<file path="src/rtl/scl_tim_pkg.sv">
package scl_tim_pkg;
  typedef enum logic [1:0] {
    ST_IDLE = 2'd0,
    ST_LOW  = 2'd1,
    ST_HIGH = 2'd2
  } scl_st_e;
endpackage

</file>
<file path="src/rtl/scl_len_calc.sv">
module scl_len_calc #(
  parameter int DIV_W    = 10,
  parameter int EXT_W    = 2,
  parameter int LOW_W    = 12,
  parameter int FILT_DLY = 15,
  parameter int LEN_W    = 14
) (
  input  logic             split_en_i,
  input  logic [DIV_W-1:0] div_lo_i,
  input  logic [EXT_W-1:0] div_ext_i,
  input  logic [LOW_W-1:0] low_cnt_i,
  output logic [LEN_W-1:0] low_len_o,
  output logic [LEN_W-1:0] high_len_o
);
  localparam int FULL_W = DIV_W + EXT_W;

  logic [FULL_W-1:0] div_full;
  logic [LEN_W-1:0]  div_c, low_c;

  assign div_full = {div_ext_i, div_lo_i};

  // zero counts clamp to one so the sequencer always advances
  assign div_c = (div_full == '0)  ? LEN_W'(1) : LEN_W'(div_full);
  assign low_c = (low_cnt_i == '0) ? LEN_W'(1) : LEN_W'(low_cnt_i);

  always_comb begin
    if (split_en_i) begin
      low_len_o  = low_c;
      high_len_o = div_c + LEN_W'(FILT_DLY);
    end else begin
      low_len_o  = div_c << 1;
      high_len_o = div_c << 1;
    end
  end
endmodule

</file>
<file path="src/rtl/scl_phase_fsm.sv">
module scl_phase_fsm
  import scl_tim_pkg::*;
#(
  parameter int LEN_W = 14
) (
  input  logic             clk_i,
  input  logic             rst_ni,
  input  logic             run_i,
  input  logic             scl_i,
  input  logic [LEN_W-1:0] low_len_i,
  input  logic [LEN_W-1:0] high_len_i,
  output scl_st_e          state_o,
  output logic [LEN_W-1:0] cnt_o
);
  scl_st_e          st_q, st_d;
  logic [LEN_W-1:0] cnt_q, cnt_d;

  always_comb begin
    st_d  = st_q;
    cnt_d = cnt_q;
    if (!run_i) begin
      st_d  = ST_IDLE;
      cnt_d = '0;
    end else begin
      unique case (st_q)
        ST_IDLE: begin
          st_d  = ST_LOW;
          cnt_d = '0;
        end
        ST_LOW: begin
          if (cnt_q >= low_len_i - LEN_W'(1)) begin
            st_d  = ST_HIGH;
            cnt_d = '0;
          end else begin
            cnt_d = cnt_q + LEN_W'(1);
          end
        end
        ST_HIGH: begin
          // count starts only once the line reads high
          if (cnt_q == '0 && !scl_i) begin
            cnt_d = cnt_q;
          end else if (cnt_q >= high_len_i - LEN_W'(1)) begin
            st_d  = ST_LOW;
            cnt_d = '0;
          end else begin
            cnt_d = cnt_q + LEN_W'(1);
          end
        end
        default: begin
          st_d  = ST_IDLE;
          cnt_d = '0;
        end
      endcase
    end
  end

  always_ff @(posedge clk_i or negedge rst_ni) begin
    if (!rst_ni) begin
      st_q  <= ST_IDLE;
      cnt_q <= '0;
    end else begin
      st_q  <= st_d;
      cnt_q <= cnt_d;
    end
  end

  assign state_o = st_q;
  assign cnt_o   = cnt_q;
endmodule

</file>
<file path="src/rtl/scl_strobe_gen.sv">
module scl_strobe_gen
  import scl_tim_pkg::*;
#(
  parameter int LEN_W = 14
) (
  input  logic             run_i,
  input  scl_st_e          state_i,
  input  logic [LEN_W-1:0] cnt_i,
  input  logic [LEN_W-1:0] low_len_i,
  input  logic [LEN_W-1:0] high_len_i,
  output logic             scl_o,
  output logic             sda_chg_o,
  output logic             sda_smp_o
);
  logic in_low, in_high;

  assign in_low  = run_i && (state_i == ST_LOW);
  assign in_high = run_i && (state_i == ST_HIGH);

  assign scl_o     = !in_low;
  assign sda_chg_o = in_low  && (cnt_i == (low_len_i >> 1));
  assign sda_smp_o = in_high && (cnt_i == (high_len_i >> 1));
endmodule

</file>
<file path="src/rtl/scl_timing_gen.sv">
module scl_timing_gen
  import scl_tim_pkg::*;
#(
  parameter int DIV_W    = 10,
  parameter int EXT_W    = 2,
  parameter int LOW_W    = 12,
  parameter int FILT_DLY = 15
) (
  input  logic             clk_i,
  input  logic             rst_ni,
  input  logic             run_i,
  input  logic             split_en_i,
  input  logic [DIV_W-1:0] div_lo_i,
  input  logic [EXT_W-1:0] div_ext_i,
  input  logic [LOW_W-1:0] low_cnt_i,
  input  logic             scl_i,
  output logic             scl_o,
  output logic             sda_chg_o,
  output logic             sda_smp_o
);
  localparam int FULL_W = DIV_W + EXT_W;
  localparam int MAX_W  = (FULL_W > LOW_W) ? FULL_W : LOW_W;
  localparam int LEN_W  = MAX_W + 2;

  logic [LEN_W-1:0] low_len, high_len, cnt;
  scl_st_e          state;

  scl_len_calc #(
    .DIV_W(DIV_W), .EXT_W(EXT_W), .LOW_W(LOW_W),
    .FILT_DLY(FILT_DLY), .LEN_W(LEN_W)
  ) u_len (
    .split_en_i (split_en_i),
    .div_lo_i   (div_lo_i),
    .div_ext_i  (div_ext_i),
    .low_cnt_i  (low_cnt_i),
    .low_len_o  (low_len),
    .high_len_o (high_len)
  );

  scl_phase_fsm #(.LEN_W(LEN_W)) u_fsm (
    .clk_i      (clk_i),
    .rst_ni     (rst_ni),
    .run_i      (run_i),
    .scl_i      (scl_i),
    .low_len_i  (low_len),
    .high_len_i (high_len),
    .state_o    (state),
    .cnt_o      (cnt)
  );

  scl_strobe_gen #(.LEN_W(LEN_W)) u_stb (
    .run_i      (run_i),
    .state_i    (state),
    .cnt_i      (cnt),
    .low_len_i  (low_len),
    .high_len_i (high_len),
    .scl_o      (scl_o),
    .sda_chg_o  (sda_chg_o),
    .sda_smp_o  (sda_smp_o)
  );
endmodule

</file>
<file path="config.mk">
export PLATFORM = sky130hd
export DESIGN_NAME = scl_timing_gen
export DESIGN_NICKNAME = d
export VERILOG_FILES = /design/src/rtl/scl_tim_pkg.sv /design/src/rtl/scl_len_calc.sv /design/src/rtl/scl_phase_fsm.sv /design/src/rtl/scl_strobe_gen.sv /design/src/rtl/scl_timing_gen.sv
export SDC_FILE = /design/constraint.sdc
export NUM_CORES = 1
export LEC_CHECK = 0
export CAP_MARGIN = 10
export CORE_MARGIN = 2
export CORE_UTILIZATION = 65
export DETAILED_ROUTE_END_ITERATION = 8
export DONT_BUFFER_PORTS = 1
export PLACE_DENSITY = 0.81
export SLEW_MARGIN = 5
export SYNTH_ARGS = -nofsm -noshare
export SYNTH_HDL_FRONTEND = slang
export SYNTH_HIERARCHICAL = 1
export SYNTH_SLANG_ARGS = --single-unit
</file>
<file path="constraint.sdc">
create_clock -name clk_i -period 11.55 [get_ports clk_i]
set_clock_uncertainty 0.05 [all_clocks]
set_input_delay 2.31 -clock clk_i [delete_from_list [all_inputs] [get_ports clk_i]]
set_output_delay 2.31 -clock clk_i [all_outputs]
set_load 0.1 [all_outputs]
</file>
; ---- Word-level counts from Yosys, hierarchy flattened
; Index checks and enable logic that the tools add are counted.
[word_totals]
output_inout_bits = 3
rom_bits = 0
register_bits = 16
word_cells = 41
ram_bits = 0
latchBits = 0
n_memories = 0
[classes]
n_eq_ne = 7
n_reduce_logical = 12
bitwise_logic = 0
n_div = 0
addsub = 4
mul = 0
order_cmp = 2
n_mux = 14
n_shift = 0
[ops]
columns = operator, n
row1 = 14-bit 2-to-1 mux, 6
row2 = 14-bit by 13-bit equality test with 1-bit output, 2
row3 = 14-bit greater-or-equal comparator, 2
row4 = 14-bit case mux with 2 select lines, 1
row5 = 14-bit by 1-bit subtractor with 14-bit output (second input constant), 2
row6 = 12-bit logical NOT, 2
row7 = 12-bit 2-to-1 mux, 2
row8 = 14-bit by 1-bit adder with 14-bit output (second input constant), 1
row9 = 14-bit by 4-bit adder with 14-bit output (second input constant), 1
row10 = 14-bit logical NOT, 1
row11 = 2-bit 2-to-1 mux, 4
row12 = 3-bit by 2-bit != test with 1-bit output (second input constant), 2
row13 = 2-bit case mux with 3 select lines, 1
row14 = 1-bit logical AND, 5
row15 = 3-bit != test (second input constant), 1
row16 = 3-bit AND reduction, 1
row17 = 2-bit by 1-bit equality test with 1-bit output (second input constant), 1
row18 = 2-bit equality test (second input constant), 1
row19 = 1-bit logical NOT, 2
row20 = 2-bit logical NOT, 1

; ---- Depth between registers and ports, before layout
[logic_depth]
depth_word = 10
mapped_depth = 20
ltp_nobuf = 19

; ---- By module
; The synthesis kept the hierarchy.
[by_module_without_submodules]
columns = module, area_each_um2, cells_per_inst, n_inst
row1 = scl_phase_fsm, 1961.9, 226, 1
row2 = scl_len_calc, 634.4, 92, 1
row3 = scl_strobe_gen, 320.3, 39, 1

; ---- Least setup slack after synthesis
; Ideal clock, no wire load.
[synth_path]
path_type = input to output
from = in div_lo_i[4]
to = out sda_smp_o
arrival_ps = 6147
slack_ps = 3043
path_stages = 11
n_path_buf = 1
path_cell_list = buf_6 or4_1 nor3_4 nor2_1 ha_1 or3b_4 a31oi_1 or3_1 xnor2_1 nand4_1 nor4_2
[synth_between]
elab_chain_len = 6
[synth_rtl]
columns = element, line_no
row1 = "start, declared", scl_timing_gen.sv:13  ; input logic [DIV_W-1:0] div_lo_i,
row2 = 12-bit logical NOT, scl_len_calc.sv:23  ; assign div_c = (div_full == '0) ? LEN_W'(1) : LEN_W'(div_full);
row3 = 12-bit 2-to-1 mux (*), scl_len_calc.sv:23
row4 = 14-bit by 4-bit adder with 14-bit output, scl_len_calc.sv:29  ; high_len_o = div_c + LEN_W'(FILT_DLY);
row5 = 14-bit 2-to-1 mux (*), scl_len_calc.sv:27  ; if (split_en_i) begin
row6 = named net high_len[6], scl_timing_gen.sv:25  ; logic [LEN_W-1:0] low_len, high_len, cnt;
row7 = 14-bit by 13-bit equality test with 1-bit output (*), scl_strobe_gen.sv:22  ; assign sda_smp_o = in_high && (cnt_i == (high_len_i >> 1));
row8 = 1-bit logical AND (*), scl_strobe_gen.sv:22
row9 = "end, declared", scl_timing_gen.sv:19  ; output logic sda_smp_o
; The timed path passes the listed nets; every way through them passes the cells marked *.

; ---- Worst setup path after layout
[layout_path]
from = in div_lo_i[0]
to = out sda_smp_o
; The elaborated chain is that of the path after synthesis.

==> metrics.yaml <==
wl_um: 7200
place_area_sq_mm: 0.00295
num_rows: 24
grt.busiest_layer: "met2"
grt_pass1_wl_um: 12000
cts_tree: "built"
synth_top_cell_area_share_pct: 15.9
io_buffers: 0
slowest_delay_ns: 0.56
power_density_mw_per_mm2: 79.1
layout_common_cells: "xnor2_1, ha_1, nand2_1"
final_area_sq_mm: 0.00300
p_sw_uw: 99.1
fmax_mhz: 134
cts.sinks: 16
synth-simple-area-share_pct: 32.5
drtIter0Drc: 236
area_growth_pct: 2.96
num_antenna_cells: 0
p_leak_uw: 0.00116
insertion_delay_ns: 0.25
setup_viol: 0
crit_path_top_delay_cell: "or4_4"
die_h_um: 71.0
vias_per_cell: 6.61
hold_viol: 0
synth-seq-cells: 16
synth_top_family_by_area: "simple AND/OR/NAND/NOR gates"
routedWlPerCell_um: 17.7
drc: 0
p_int_uw: 138
slew_headroom_pct: 40.1
swShare_pct: 41.7
synth_mux_area_share_pct: 2.27
fill_cells: 368
grt.met3_usage_pct: 4.27
syn_area_sq_mm: 0.00292
die_area_sq_mm: 0.00504
grt_max_degree: 40
crit_arrival_ns: 5.09
h-tree-depth: 1
min_period_over_period_pct: 64.5
critPathCaptureType: "primary output"
grt_pass1_vias: 2520
cts_repair_resize_count: 0
numCtsBuffers: 3
io_pins: 32
ys_types: 59
cts_buffer_depth: 2
layout-drive-gt1-share_pct: 7.89
met2_usage_pct: 49.0
root_buffer: "clkbuf_8"
drt_pass1_iterations: 6
worst-path-max-fanout: 7
synth-seq-area-share_pct: 13.7
synth_enable_flop_cells: 0
path_clk_slew_ns: 0.06
final_common_cell: "xnor2_1"
vdd_drop_max_v: 0.0000639
synthFlopType: "dfrtp_1"
place_congestion: 0.901
crit_chain: "or4_4 > nor3_4 > nor2_1 > ha_1 > or3b_4 > a31oi_1 > or3_1 > xnor2_1 > nand4_1 > nor4_4 > buf_4"
initial_core_util_pct: 67.4
avgSynthCellArea_sq_um: 8.17
hold_class: "flip-flop to flip-flop"
fin_nets: 422
synthCells: 357
pwr-share-seq_pct: 28.1
critical_path_class: "input pin to primary output"
fp.coreArea_sq_mm: 0.00432
post_cts_buffers: 0
yosys_warnings: 6
setup-tns-final_ns: 0
status: "finished, final reports clean"
synth-async-reset-ratio_pct: 100
postRouteAntennaNets: 0
period_minus_slack_ns: 7.45
grt_setup_unrepaired: "no"
synth_compound_area_share_pct: 12.1
grt_usage_pct: 29.5
vias: 2691
ctsHoldBuffers: 0
grtUsageMet1_pct: 40.7
grt-ovfl-total: 0
maxCapViolCount: 0
hpwl_um: 5600
drv_slew: 0
synth_top_area_cell: "ha_1"
tightest_slew_ns: 0.897
antenna_found_initial: 0
p_comb_share_pct: 50.9
critPathLaunchType: "input pin"
synthXorXnorAreaFrac_pct: 19.2
critPathRequiredTime_ns: 9.19
clkPwrFrac_pct: 21.0
synth_fa_ha_area_share_pct: 15.9
die_w_um: 71.0
synthTopCellsByArea: "ha_1, xnor2_1, dfrtp_1, xor2_1, nand2_1"
## cell usage after synthesis, types with 3 or more instances
cell,count
mux2_1,4
a31oi_1,7
nor2b_1,8
nand4_1,14
inv_1,14
nor2_1,24
nor4_1,9
nand2_1,29
a21o_1,6
or4_1,3
and2_1,3
or3_1,4
nor3b_1,3
nor3_1,12
dfrtp_1,16
ha_1,37
nor4_2,3
clkbuf_1,3
nor3_2,5
o21ai_0,8
and3_1,3
xnor2_1,49
xor2_1,15
a21oi_1,13
nand3_1,15
buf_4,3
nand2b_1,6
nor4b_1,3
## worst max-delay path, delay by kind of cell
kind	cells	cell delay, ns
compound gates	1	0.08
xor+xnor	1	0.17
fa+ha+maj	1	0.22
buf+inv	1	0.32
simple gates	7	1.98
## final cells by class
class | instances | area [sq um] | area share (%)
well taps | 52 | 65.1 | 2.17
clock buffers | 4 | 55.1 | 1.83
flip-flops and latches | 16 | 400 | 13.3
repair buffers | 2 | 15.0 | 0.500
inverters | 14 | 52.6 | 1.75
multi-input cells | 319 | 2410 | 80.4
## stage by stage
step           util (%)  power, uW  hold WS (ns)  worst slack, ns  instances
6_report           69.4        237         0.635             4.10        407
4_1_cts            69.4        237         0.628             4.11        407
3_5_place_dp       68.2        186         0.613             4.11        403
3_3_place_gp       68.2        184         0.613             4.15        403
5_1_grt            69.4        255         0.665             3.96        407
2_1_floorplan         -        168         0.528             3.04        358
## worst paths after layout
path                            startpoint               end  slack (ns)  cells past startpoint
max                            div_lo_i[0]         sda_smp_o        4.10                     11
max in group asynchronous           rst_ni    u_fsm/cnt_o[6]        9.68                      0
max reg2reg                 u_fsm/cnt_o[7]    u_fsm/cnt_o[2]        9.18                      7
min reg2reg                u_fsm/cnt_o[13]   u_fsm/cnt_o[13]        0.63                      2
min in group asynchronous           rst_ni  u_fsm/state_o[0]        1.70                      0
min                        u_fsm/cnt_o[13]   u_fsm/cnt_o[13]        0.63                      2
## sequential cells by signal, summed over array words and instances, names as in the netlist
signal         cells
u_fsm/state_o      2
u_fsm/cnt_o       14
## per-layer routing
layer,part of all wire (%),wire length (um),vias up
met4,1.3,95,0
met3,6.2,444,10
li1,-,-,1302
met1,44,3190,1284
met2,48,3470,95
met5,0,0,-
## power groups by stage
stage	sequential (uW)	clock, uW	combinational [uW]
2_1_floorplan	64.8	0	103
3_3_place_gp	67.4	0	117
3_5_place_dp	67.4	0	119
4_1_cts	66.5	51.3	119
5_1_grt	67.1	54.4	134
6_report	66.7	49.8	121
## logic make-up after synthesis
logic type,after synthesis
muxes,6
buffers and inverters,23
AOI/OAI and AO/OA,52
adders and majority gates,37
other,1
and+or+nand+nor,158
xor gates and xnor gates,64
DFF,16
Note: power is estimated with default switching activity, not from simulation.
